--- config.mk ---
export PLATFORM = sky130hd
export DESIGN_NAME = gpio_selirq
export DESIGN_NICKNAME = d
export VERILOG_FILES = /design/src/rtl/gpio_selirq_pkg.sv /design/src/rtl/gpio_selirq_ctrl.sv /design/src/rtl/gpio_selirq_dp.sv /design/src/rtl/gpio_selirq.sv
export SDC_FILE = /design/constraint.sdc
export NUM_CORES = 1
export LEC_CHECK = 0
export BUFFER_PORTS_ARGS = -buffer_cell sky130_fd_sc_hd__buf_2
export CORE_MARGIN = 2
export CORE_UTILIZATION = 37
export DETAILED_ROUTE_END_ITERATION = 10
export HOLD_SLACK_MARGIN = 0.15
export PLACE_DENSITY = 0.59
export SLEW_MARGIN = 25
export SYNTH_ARGS = -nofsm -noshare
export SYNTH_HDL_FRONTEND = slang
export SYNTH_SLANG_ARGS = --single-unit
--- constraint.sdc ---
create_clock -name clk -period 2.8 [get_ports clk]
set_input_delay 0.56 -clock clk [delete_from_list [all_inputs] [get_ports clk]]
set_output_delay 0.56 -clock clk [all_outputs]
set_load 0.1 [all_outputs]
--- src/rtl/gpio_selirq_pkg.sv ---
package gpio_selirq_pkg;

  typedef enum logic [1:0] {
    TRIG_OFF  = 2'd0,
    TRIG_LOW  = 2'd1,
    TRIG_HIGH = 2'd2,
    TRIG_EDGE = 2'd3
  } trigMode_e;

  typedef enum logic [1:0] {
    REG_IN  = 2'd0,
    REG_OUT = 2'd1,
    REG_DIR = 2'd2,
    REG_CFG = 2'd3
  } regSel_e;

  typedef struct packed {
    logic    wrOut;
    logic    wrDir;
    logic    wrCfg;
    regSel_e rdSel;
  } ctrlStrobe_t;

endpackage

--- src/rtl/gpio_selirq_ctrl.sv ---
module gpio_selirq_ctrl
  import gpio_selirq_pkg::*;
#(
  parameter int ADDR_W  = 5,
  parameter int IDX_LSB = 3
) (
  input  logic              busSel,
  input  logic              busWr,
  input  logic [ADDR_W-1:0] busAddr,
  output ctrlStrobe_t       strobe
);

  localparam int IDX_MSB = IDX_LSB + 1;

  regSel_e regIdx;
  logic    wrEn;

  assign regIdx = regSel_e'(busAddr[IDX_MSB:IDX_LSB]);
  assign wrEn   = busSel && busWr;

  always_comb begin
    strobe       = '0;
    strobe.rdSel = regIdx;
    if (wrEn) begin
      unique case (regIdx)
        REG_OUT: strobe.wrOut = 1'b1;
        REG_DIR: strobe.wrDir = 1'b1;
        REG_CFG: strobe.wrCfg = 1'b1;
        default: ;
      endcase
    end
  end

endmodule

--- src/rtl/gpio_selirq_dp.sv ---
module gpio_selirq_dp
  import gpio_selirq_pkg::*;
#(
  parameter int PIN_N       = 22,
  parameter int DATA_W      = 32,
  parameter int SEL_W       = 6,
  parameter int SYNC_STAGES = 2
) (
  input  logic              clk,
  input  logic              rstN,
  input  ctrlStrobe_t       strobe,
  input  logic [DATA_W-1:0] wrData,
  output logic [DATA_W-1:0] rdData,
  input  logic [PIN_N-1:0]  padIn,
  output logic [PIN_N-1:0]  padOut,
  output logic [PIN_N-1:0]  padOe,
  output logic              irqOut
);

  localparam int CFG_W = SEL_W + 2;

  logic [PIN_N-1:0] outReg;
  logic [PIN_N-1:0] dirReg;
  logic [CFG_W-1:0] cfgReg;
  logic [PIN_N-1:0] syncStage [SYNC_STAGES];
  logic [PIN_N-1:0] inData;
  logic [PIN_N-1:0] prevData;
  logic             edgeHeld;

  logic [SEL_W-1:0] pinSel;
  trigMode_e        trigMode;
  logic             selHit;
  logic             selLevel;
  logic             selPrev;
  logic             selIsOut;
  logic             selActive;
  logic             edgeNow;

  // Input synchroniser chain
  always_ff @(posedge clk or negedge rstN) begin
    if (!rstN) syncStage[0] <= '0;
    else       syncStage[0] <= padIn;
  end

  genvar gs;
  generate
    for (gs = 1; gs < SYNC_STAGES; gs++) begin : gSync
      always_ff @(posedge clk or negedge rstN) begin
        if (!rstN) syncStage[gs] <= '0;
        else       syncStage[gs] <= syncStage[gs-1];
      end
    end
  endgenerate

  assign inData = syncStage[SYNC_STAGES-1];

  always_ff @(posedge clk or negedge rstN) begin
    if (!rstN) prevData <= '0;
    else       prevData <= inData;
  end

  // Software registers
  always_ff @(posedge clk or negedge rstN) begin
    if (!rstN) begin
      outReg <= '0;
      dirReg <= '0;
      cfgReg <= '0;
    end else begin
      if (strobe.wrOut) outReg <= wrData[PIN_N-1:0];
      if (strobe.wrDir) dirReg <= wrData[PIN_N-1:0];
      if (strobe.wrCfg) cfgReg <= wrData[CFG_W-1:0];
    end
  end

  assign padOut = outReg;
  assign padOe  = dirReg;

  // Source pin selection
  assign pinSel   = cfgReg[SEL_W-1:0];
  assign trigMode = trigMode_e'(cfgReg[CFG_W-1:SEL_W]);

  always_comb begin
    selHit   = 1'b0;
    selLevel = 1'b0;
    selPrev  = 1'b0;
    selIsOut = 1'b0;
    for (int i = 0; i < PIN_N; i++) begin
      if (pinSel == SEL_W'(i)) begin
        selHit   = 1'b1;
        selLevel = inData[i];
        selPrev  = prevData[i];
        selIsOut = dirReg[i];
      end
    end
  end

  assign selActive = selHit && !selIsOut;
  assign edgeNow   = selActive && (trigMode == TRIG_EDGE) && (selLevel != selPrev);

  always_ff @(posedge clk or negedge rstN) begin
    if (!rstN)              edgeHeld <= 1'b0;
    else if (strobe.wrCfg)  edgeHeld <= 1'b0;
    else if (edgeNow)       edgeHeld <= 1'b1;
  end

  always_comb begin
    irqOut = 1'b0;
    if (selActive) begin
      unique case (trigMode)
        TRIG_LOW:  irqOut = !selLevel;
        TRIG_HIGH: irqOut = selLevel;
        TRIG_EDGE: irqOut = edgeHeld;
        default:   irqOut = 1'b0;
      endcase
    end
  end

  // Read mux
  always_comb begin
    unique case (strobe.rdSel)
      REG_IN:  rdData = DATA_W'(inData);
      REG_OUT: rdData = DATA_W'(outReg);
      REG_DIR: rdData = DATA_W'(dirReg);
      default: rdData = DATA_W'(cfgReg);
    endcase
  end

  AST_OFF_QUIET: assert property (@(posedge clk) disable iff (!rstN)
    (cfgReg[CFG_W-1:SEL_W] == 2'd0) |-> !irqOut);

  AST_OUTPUT_PIN_QUIET: assert property (@(posedge clk) disable iff (!rstN)
    (selHit && padOe[pinSel[$clog2(PIN_N)-1:0]]) |-> !irqOut);

  AST_RANGE_QUIET: assert property (@(posedge clk) disable iff (!rstN)
    (int'(pinSel) >= PIN_N) |-> !irqOut);

  AST_EDGE_HOLD: assert property (@(posedge clk) disable iff (!rstN)
    (trigMode == TRIG_EDGE && irqOut && !strobe.wrCfg && !strobe.wrDir) |=> irqOut);

  AST_CFG_CLEARS_EDGE: assert property (@(posedge clk) disable iff (!rstN)
    (strobe.wrCfg && wrData[CFG_W-1:SEL_W] == 2'd3) |=> !irqOut);

endmodule

--- src/rtl/gpio_selirq.sv ---
module gpio_selirq
  import gpio_selirq_pkg::*;
#(
  parameter int PIN_N  = 22,
  parameter int DATA_W = 32,
  parameter int ADDR_W = 5,
  parameter int SEL_W  = 6
) (
  input  logic              clk,
  input  logic              rstN,
  input  logic              busSel,
  input  logic              busWr,
  input  logic [ADDR_W-1:0] busAddr,
  input  logic [DATA_W-1:0] busWdata,
  output logic [DATA_W-1:0] busRdata,
  input  logic [PIN_N-1:0]  padIn,
  output logic [PIN_N-1:0]  padOut,
  output logic [PIN_N-1:0]  padOe,
  output logic              irqOut
);

  ctrlStrobe_t strobe;

  gpio_selirq_ctrl #(
    .ADDR_W (ADDR_W),
    .IDX_LSB(3)
  ) uCtrl (
    .busSel (busSel),
    .busWr  (busWr),
    .busAddr(busAddr),
    .strobe (strobe)
  );

  gpio_selirq_dp #(
    .PIN_N      (PIN_N),
    .DATA_W     (DATA_W),
    .SEL_W      (SEL_W),
    .SYNC_STAGES(2)
  ) uDp (
    .clk   (clk),
    .rstN  (rstN),
    .strobe(strobe),
    .wrData(busWdata),
    .rdData(busRdata),
    .padIn (padIn),
    .padOut(padOut),
    .padOe (padOe),
    .irqOut(irqOut)
  );

endmodule

==> results.cfg, run 1 <==
[drt]
wirelength_microns = 13610
first_pass_iters = 4
avgViaCountPerCell = 5.063
drt-initial-drc-count = 177
num_vias = 3691
ant_nets = 0
wl_per_cell_microns = 18.67
drc = 0

[timing]
min_period_over_period_pct = 113.0
skew_ns = 0.006783
fin_crit_ns = 3.164
max_slew_margin_pct = 58.95
max_clock_freq_mhz = 316.1
slew_viol_final = 0
setup_viol = 1
tightest_slew_ns = 0.6139
hold_violations = 0
rsz0062_at_grt = true
setup_slack_ns = -0.3640

[final_layout]
nets = 603
fillers = 1154
drive_above_1_share_pct = 51.54
num_antenna_cells = 0
synthToLayoutAreaGrowth_pct = 39.24
fin_cells = 729

[floorplanning]
die_w_microns = 121.6
die_height_microns = 121.6
dieArea_sq_mm = 0.01479
io_pins = 140
core_area_sq_mm = 0.01340
initial_utilization_pct = 38.19
rows = 42

[yosys]
synth_commonest_cells = dfrtp_1, mux2_2, nand2_1, o21ai_0, mux2i_1
ys_seq_elements = 119
synth_most_common_cell = dfrtp_1
synth_cell_type_count = 50
synth_compound_gate_area_share_pct = 7.800
synth_top_family_by_area = multiplexers
synth_cells = 390
synth_top_area_share_pct = 58.19
synth-edff-count = 0
ys_seq_area_share_pct = 58.19
yosys.area.top_type = dfrtp_1
synthMuxAreaShare_pct = 21.49
synthSimpleGateAreaFrac_pct = 8.068
synth.avg_cell_area_sq_um = 13.12
synth_fa_ha_area_share_pct = 0
ys_warn_count = 0
synthXorXnorAreaFrac_pct = 0.1711
synthesis.area_sq_mm = 0.005117
synth.area.top_cells = dfrtp_1, mux2_2, mux2i_1
synth_flop_cell = dfrtp_1
synthArstFlopShare_pct = 100.0

[placed_design]
port_buffers = 116
dp_cells = 687
pre_cts_ws_ns = 0.01172
finalWeightedCongestion = 0.9082
dp_hpwl_microns = 9620

[global_routing]
grt-ovfl-total = 0
grt_pass1_wl_microns = 21740
grt_pass1_vias = 3986
track_usage_pct = 19.76
antenna_found_initial = 0
grt_max_degree = 58

[worst_setup_path]
path_class = reg -> out
r2r_setup_slack_ns = 0.55
required_ns = 2.24
slowest_stage = dfrtp_2
cp_cell_sequence = buf_12 -> buf_16 -> nor2_1 -> o21bai_1 -> a221o_1 -> a211oi_1 -> o22ai_2 -> nor3_4 -> buf_12
crit_fanout = 7
path_depth = 9
crit_family = compound AO/OA/AOI/OAI gates
reg2reg_depth = 10
worstSetupEndpointType = primary output
cp-start-kind = register
cp.arrival_ns = 2.60
cp_num_buf_inv = 3
cp_common_cell = buf_12
max_stage_delay_ns = 0.45

[hold_path]
holdPathStages = 1
min_path_type = in -> reg

[clock_network]
cts.clk_slew.worst_paths_ns = 0.05
tritoncts = yes
cts-root-buf = clkbuf_16
numCtsBuffers = 17
clock-sinks = 119
cts_buffer_depth = 2
clk_latency_ns = 0.41
cts_max_level = 4

[power]
powerDensity_mw_per_mm2 = 1039
total_power_w = 0.007404
vdd_drop_max_mv = 0.7236
p_leak_nw = 3.232

[run_status]
status = complete, but fails checks
violations = setup timing

[run]
maxCapViolations = 0
==> sequential cells by signal, indices dropped and copies added (netlist names) <==
name	flops
uDp.cfgReg	8
uDp.edgeHeld	1
uDp.inData	22
uDp.padOe	22
uDp.padOut	22
uDp.prevData	22
uDp.syncStage	22
==> power by group <==
| group | total [W] | internal, W | switching, W |
|---|---|---|---|
| sequential | 0.00218 | 0.00194 | 0.000235 |
| clock | 0.00220 | 0.00140 | 0.000796 |
| combinational | 0.00303 | 0.000838 | 0.00219 |
| total | 0.00740 | 0.00418 | 0.00322 |
==> what timing repair did <==
action	4_1_cts	5_1_grt
buffers inserted	4	4
gates cloned	1	0
resized for setup	8	4
hold buffers	1	0
setup endpoints to repair	1	1
pin swaps	8	5
endpoints found under the hold margin	28	0
==> final cells by class <==
type                            instances  area (sq um)  share of cell area [%]
Inverter                                3         11.26                  0.1580
Timing Repair Buffer                  157          1186                   16.65
Clock buffer                           17         425.4                   5.970
Sequential cell                       119          2980                   41.83
Clock inverter                         15         178.9                   2.511
Multi-Input combinational cell        242          2123                   29.80
Tap cell                              176         220.2                   3.090
==> placed cells by master, fill, tap and decap left out, types with 8 or more instances in the layout <==
| cell type | count |
|---|---|
| buf_12 | 19 |
| mux4_2 | 9 |
| dfrtp_1 | 117 |
| nand2_1 | 28 |
| o21ai_0 | 10 |
| buf_4 | 35 |
| clkbuf_16 | 17 |
| o21ai_4 | 8 |
| mux2_2 | 57 |
| nor2_1 | 8 |
| mux2i_1 | 24 |
| conb_1 | 10 |
| buf_2 | 101 |
==> worst paths after layout <==
check / startpoint / end
setup / recovery: uDp.cfgReg[0] / irqOut
hold / removal: padIn[13] / uDp.syncStage[35]
setup reg to reg: uDp.cfgReg[0] / uDp.edgeHeld
hold reg to reg: uDp.syncStage[43] / uDp.inData[21]
max in group asynchronous: rstN / uDp.padOut[10]
min in group asynchronous: rstN / uDp.padOut[19]
==> cell families (layout without fill, tap and decap cells) <==
group,Yosys count,count (layout)
other,1,10
AO/OA/AOI/OAI,62,62
flip-flops,119,119
buffers and inverters,38,192
multiplexers,91,91
XOR/XNOR,1,1
AND/OR/NAND/NOR,78,78
==> worst reg2reg max path, delay by kind of cell (launching register included) <==
kind | cells | cell delay [ns]
AOI/OAI and AO/OA | 4 | 0.84
buffers and inverters | 3 | 0.40
and+or+nand+nor | 1 | 0.10
DFF | 1 | 0.45
xor gates and xnor gates | 1 | 0.07
muxes | 1 | 0.31
==> layer usage <==
metal	GRT usage, %	up-vias	part of all wire, %
met3	5.618	11	5.4
li1	-	1701	-
met1	26.73	1863	46
met4	7.399	0	1.3
met5	0	-	0
met2	30.41	116	48
==> through the flow <==
step | instance area [sq um] | hold WS, ns | setup TNS [ns] | util [%]
after global placement | 6370 | 0.3338 | 0 | 47.54
after global routing | 7126 | 0.2296 | -0.4654 | 53.17
final | 7126 | 0.2459 | -0.3640 | 53.17
after floorplan | 5275 | 0.2644 | -0.5560 | -
after detailed placement | 6370 | 0.3347 | 0 | 47.54
after CTS | 7081 | 0.2256 | -0.4123 | 52.84
Note: power is estimated with default switching activity, not from simulation.
==> run 2, diff against run 1 <==
--- a/config.mk
+++ b/config.mk
@@ -6,11 +6,10 @@
 export NUM_CORES = 1
 export LEC_CHECK = 0
 export BUFFER_PORTS_ARGS = -buffer_cell sky130_fd_sc_hd__buf_2
-export CORE_MARGIN = 2
 export CORE_UTILIZATION = 37
 export DETAILED_ROUTE_END_ITERATION = 10
 export HOLD_SLACK_MARGIN = 0.15
-export PLACE_DENSITY = 0.59
+export PLACE_DENSITY = 0.65
 export SLEW_MARGIN = 25
 export SYNTH_ARGS = -nofsm -noshare
 export SYNTH_HDL_FRONTEND = slang
==> results.cfg, run 2 (same netlist as run 1, synthesis figures left out) <==
[run_status]
status = complete, but fails checks
violations = setup timing

[clock_network]
tritoncts = yes
cts-root-buf = clkbuf_16
numCtsBuffers = 17
clk_latency_ns = 0.41
cts.clk_slew.worst_paths_ns = 0.05
cts_max_level = 4
cts_buffer_depth = 2
clock-sinks = 119

[global_routing]
antenna_found_initial = 0
grt_pass1_wl_microns = 21380
grt_pass1_vias = 3940
grt_max_degree = 119
track_usage_pct = 19.88
grt-ovfl-total = 0

[worst_setup_path]
r2r_start = uDp.cfgReg[0]
cp_cell_sequence = buf_12 -> buf_4 -> mux4_2 -> nand2_1 -> o211ai_1 -> o311ai_0 -> o22ai_2 -> nor3_4 -> buf_12
slowest_stage = mux4_2
path_class = reg -> out
cp.arrival_ns = 2.58
cp_common_cell = buf_12
crit_fanout = 7
cp_num_buf_inv = 3
crit_family = multiplexers
cp-start-kind = register
max_stage_delay_ns = 0.49
worstSetupEndpointType = primary output
required_ns = 2.24
reg2reg_depth = 9
r2r_end = uDp.edgeHeld
r2r_setup_slack_ns = 0.60

[floorplanning]
dieArea_sq_mm = 0.01431
initial_utilization_pct = 38.34
die_height_microns = 119.6
io_pins = 140
rows = 42
die_w_microns = 119.6
core_area_sq_mm = 0.01335

[hold_path]
min_path_type = in -> reg
min_to = uDp.syncStage[36]
hp-start = padIn[14]
holdPathStages = 1

[drt]
drt-initial-drc-count = 203
wl_per_cell_microns = 18.49
drc = 0
ant_nets = 0
first_pass_iters = 4
avgViaCountPerCell = 5.080
num_vias = 3673
wirelength_microns = 13370

[timing]
max_clock_freq_mhz = 318.8
rsz0062_at_grt = true
min_period_over_period_pct = 112.0
max_slew_margin_pct = 57.54
setup_viol = 1
skew_ns = 0.004775
setup_slack_ns = -0.3371
fin_crit_ns = 3.137
slew_viol_final = 0
hold_violations = 0
tightest_slew_ns = 0.6350

[final_layout]
synthToLayoutAreaGrowth_pct = 39.05
fin_util_pct = 53.31
nets = 597
fin_cells = 723
mostFrequentLayoutCell = dfrtp_1
layout_common_cells = dfrtp_1, buf_2, mux2_2
drive_above_1_share_pct = 51.19
num_antenna_cells = 0

[power]
share_comb_of_total_power_pct = 41.3
seqPwrFrac_pct = 29.3
total_power_w = 0.007393
vdd_drop_max_mv = 0.5867
powerDensity_mw_per_mm2 = 1039
internal_power_w = 0.004205
p_sw_share_pct = 43.12
switchingPower_w = 0.003187
pwr-share-clk_pct = 29.4
p_leak_nw = 3.213

[run]
maxCapViolations = 0

[placed_design]
port_buffers = 116
dp_cells = 684
finalWeightedCongestion = 0.8558
dp_hpwl_microns = 9353
[run 2: cell types whose count changed in the layout (fill, tap and decap cells not counted), sizes merged]
| cell | change |
|---|---|
| clkinvlp | +2 |
| clkinv | -2 |
| buf | -7 |
| clkbuf | +3 |
| inv | -2 |
[run 2: layout make-up]
class | instances | area, sq um
fill | 1205 | 6232
clock buffer | 19 | 442.9
sequential | 119 | 2980
inverter | 3 | 11.26
tap | 176 | 220.2
multi-input combinational | 242 | 2132
timing repair buffer | 151 | 1174
clock inverter | 13 | 155.1
[run 2: stage by stage]
stage               setup WS (ns)  cell area [sq um]  setup TNS, ns  hold slack (ns)
floorplan                 -0.3678               5275        -0.5560           0.2644
detailed placement      -0.004587               6372      -0.004587           0.3364
global placement       -0.0003557               6372     -0.0003557           0.3334
global route              -0.4435               7116        -0.4435           0.2363
CTS                       -0.3917               7063        -0.3917           0.2263
finish                    -0.3371               7116        -0.3371           0.2495
[run 2: per-layer routing]
layer	track usage, %	wire length, microns
met5	0	0
met3	5.228	550
met2	32.66	6639
met4	6.797	198
met1	25.37	5977
[run 2: worst max path at each step]
stage,depth (start not counted),startpoint,slack (ns),end
after global placement,9,uDp.cfgReg[1],-0.0004,irqOut
after detailed placement,9,uDp.cfgReg[1],-0.005,irqOut
after floorplan,6,uDp.padOe[14],-0.37,irqOut
after global routing,9,uDp.cfgReg[0],-0.44,irqOut
after CTS,9,uDp.cfgReg[0],-0.39,irqOut
final,9,uDp.cfgReg[0],-0.34,irqOut
[run 2: power by group through the flow]
stage	combinational, W	sequential [W]	clock, W
floorplan	0.00129	0.00314	0
global placement	0.00294	0.00217	0
detailed placement	0.00295	0.00219	0
CTS	0.00303	0.00217	0.00222
global route	0.00317	0.00220	0.00229
finish	0.00305	0.00217	0.00217
[run 2: timing repair]
| item | in CTS | in global routing |
|---|---|---|
| pin swaps | 6 | 8 |
| hold buffers | 1 | 0 |
| endpoints found under the hold margin | 1 | 0 |
| cloned | 1 | 1 |
| setup endpoints to repair | 1 | 1 |
| setup buffers | 3 | 1 |
| gates resized for setup | 8 | 7 |
[run 2: worst register-to-register path: stages (launching register included)]
cell      delay (ns)
dfrtp_2         0.45
buf_12          0.15
mux2_2          0.35
a221oi_2        0.26
a211o_1         0.16
a31oi_2         0.11
o21ai_2         0.21
buf_4           0.14
xnor2_1         0.07
o31ai_2         0.22
==> run 3, diff against run 2 <==
--- a/config.mk
+++ b/config.mk
@@ -5,11 +5,12 @@
 export SDC_FILE = /design/constraint.sdc
 export NUM_CORES = 1
 export LEC_CHECK = 0
-export BUFFER_PORTS_ARGS = -buffer_cell sky130_fd_sc_hd__buf_2
 export CORE_UTILIZATION = 37
 export DETAILED_ROUTE_END_ITERATION = 10
+export DONT_BUFFER_PORTS = 1
 export HOLD_SLACK_MARGIN = 0.15
-export PLACE_DENSITY = 0.65
+export PLACE_DENSITY = 0.56
+export REMOVE_ABC_BUFFERS = 1
 export SLEW_MARGIN = 25
 export SYNTH_ARGS = -nofsm -noshare
 export SYNTH_HDL_FRONTEND = slang
==> results.cfg, run 3 (same netlist as run 1, synthesis figures left out) <==
[clock_network]
cts_max_level = 4
clk_latency_ns = 0.42
clock-sinks = 119
cts-root-buf = clkbuf_16
cts.clk_slew.worst_paths_ns = 0.05
tritoncts = yes
cts_buffer_depth = 2
numCtsBuffers = 17

[global_routing]
grt_pass1_wl_microns = 21870
grt_max_degree = 120
antenna_found_initial = 0
track_usage_pct = 20.49
grt-ovfl-total = 0
grt_pass1_vias = 3941

[timing]
skew_ns = 0.007138
setup_slack_ns = -0.3263
hold_violations = 119
fin_crit_ns = 3.126
min_period_over_period_pct = 111.7
slew_viol_final = 0
setup_viol = 1
tightest_slew_ns = 0.5794
rsz0062_at_grt = true
max_clock_freq_mhz = 319.9
max_slew_margin_pct = 61.26
holdWs_ns = -0.1634

[run_status]
violations = hold timing, setup timing
status = complete, but fails checks

[power]
seqPwrFrac_pct = 27.7
switchingPower_w = 0.003104
pwr-share-clk_pct = 30.6
internal_power_w = 0.004486
share_comb_of_total_power_pct = 41.7
p_sw_share_pct = 40.90
vdd_drop_max_mv = 0.6604
powerDensity_mw_per_mm2 = 1054
p_leak_nw = 3.160

[drt]
drt-initial-drc-count = 151
wl_per_cell_microns = 19.33
drc = 0
ant_nets = 0
wirelength_microns = 13430
num_vias = 3558
avgViaCountPerCell = 5.119
first_pass_iters = 4

[worst_setup_path]
required_ns = 2.24
crit_fanout = 8
path_class = reg -> out
worstSetupEndpointType = primary output
cp.arrival_ns = 2.57
cp-start-kind = register

[floorplanning]
die_w_microns = 119.6
die_height_microns = 119.6
dieArea_sq_mm = 0.01431
initial_utilization_pct = 38.34
rows = 42
io_pins = 140
core_area_sq_mm = 0.01335

[final_layout]
mostFrequentLayoutCell = dfrtp_1
fin_util_pct = 53.95
nets = 569
drive_above_1_share_pct = 45.28
fin_cells = 695
synthToLayoutAreaGrowth_pct = 40.71
layout_common_cells = dfrtp_1, buf_4, mux2_2
num_antenna_cells = 0

[placed_design]
finalWeightedCongestion = 0.8355
dp_cells = 632
port_buffers = 0
dp_hpwl_microns = 9200

[run]
maxCapViolations = 0

[hold_path]
min_path_type = in -> async
==> run 3: cell types whose count changed in the layout (fill, tap and decap cells not counted), sizes merged <==
cell         before  now
clkbuf           20   24
clkinvlp          6    1
bufinv            3    4
bufbuf            0    1
dlygate4sd3       1   22
buf             149  100
clkinv            4    3
==> run 3: metal layers <==
layer	part of all wire (%)	track usage (%)
met5	0	0
met4	1.2	7.266
met3	6.7	7.985
met2	48	32.04
met1	44	25.74
==> run 3: worst max-delay path: stages (launching register included) <==
cell	delay, ns
dfrtp_2	0.43
buf_12	0.15
mux2_2	0.35
a221oi_2	0.21
a211o_1	0.16
a31oi_2	0.11
o21ai_2	0.18
nor2b_1	0.18
nor3_2	0.06
buf_4	0.15
buf_16	0.16
==> run 3: final cells by class <==
type	instances	area, sq um
inverters	3	11.26
flip-flops and latches	119	2983
clock inverters	8	142.6
clock buffers	24	491.7
fillers	1178	6147
repair buffers	123	1259
multi-input cells	242	2093
well taps	176	220.2
==> run 3: power groups by stage <==
stage,clock (W),combinational (W),sequential (W)
4_1_cts,0.00237,0.00314,0.00210
5_1_grt,0.00246,0.00329,0.00214
3_5_place_dp,0,0.00301,0.00212
3_3_place_gp,0,0.00300,0.00212
2_1_floorplan,0,0.00108,0.00322
6_report,0.00232,0.00317,0.00210
==> run 3: final timing paths <==
| path | to | depth (start not counted) | slack (ns) | from |
|---|---|---|---|---|
| max in group asynchronous | uDp.cfgReg[2] | 0 | 2.69 | rstN |
| setup / recovery | irqOut | 10 | -0.33 | uDp.cfgReg[0] |
| hold reg to reg | uDp.inData[13] | 0 | 0.35 | uDp.syncStage[35] |
| min in group clk | uDp.padOut[7] | 1 | 0.29 | busWdata[7] |
| setup reg to reg | uDp.edgeHeld | 9 | 0.39 | uDp.cfgReg[0] |
| hold / removal | uDp.padOut[18] | 0 | -0.16 | rstN |
==> run 3: stage by stage <==
stage | worst slack, ns | area, sq um | power, W | TNS (ns)
6_report | -0.3263 | 7201 | 0.007590 | -0.3263
2_1_floorplan | -1.968 | 4947 | 0.004294 | -15.53
4_1_cts | -0.3745 | 7141 | 0.007613 | -0.3745
5_1_grt | -0.4561 | 7201 | 0.007883 | -0.4561
3_3_place_gp | -0.05772 | 6148 | 0.005115 | -0.05772
3_5_place_dp | -0.04561 | 6148 | 0.005132 | -0.04561
==> run 3: repair_timing <==
| item | CTS | global route |
|---|---|---|
| hold buffers | 21 | 1 |
| endpoints found under the setup margin | 1 | 1 |
| pin swaps | 6 | 5 |
| cloned | 1 | 0 |
| hold endpoints to repair | 140 | 120 |
| resized for setup | 18 | 10 |
| setup buffers | 6 | 2 |
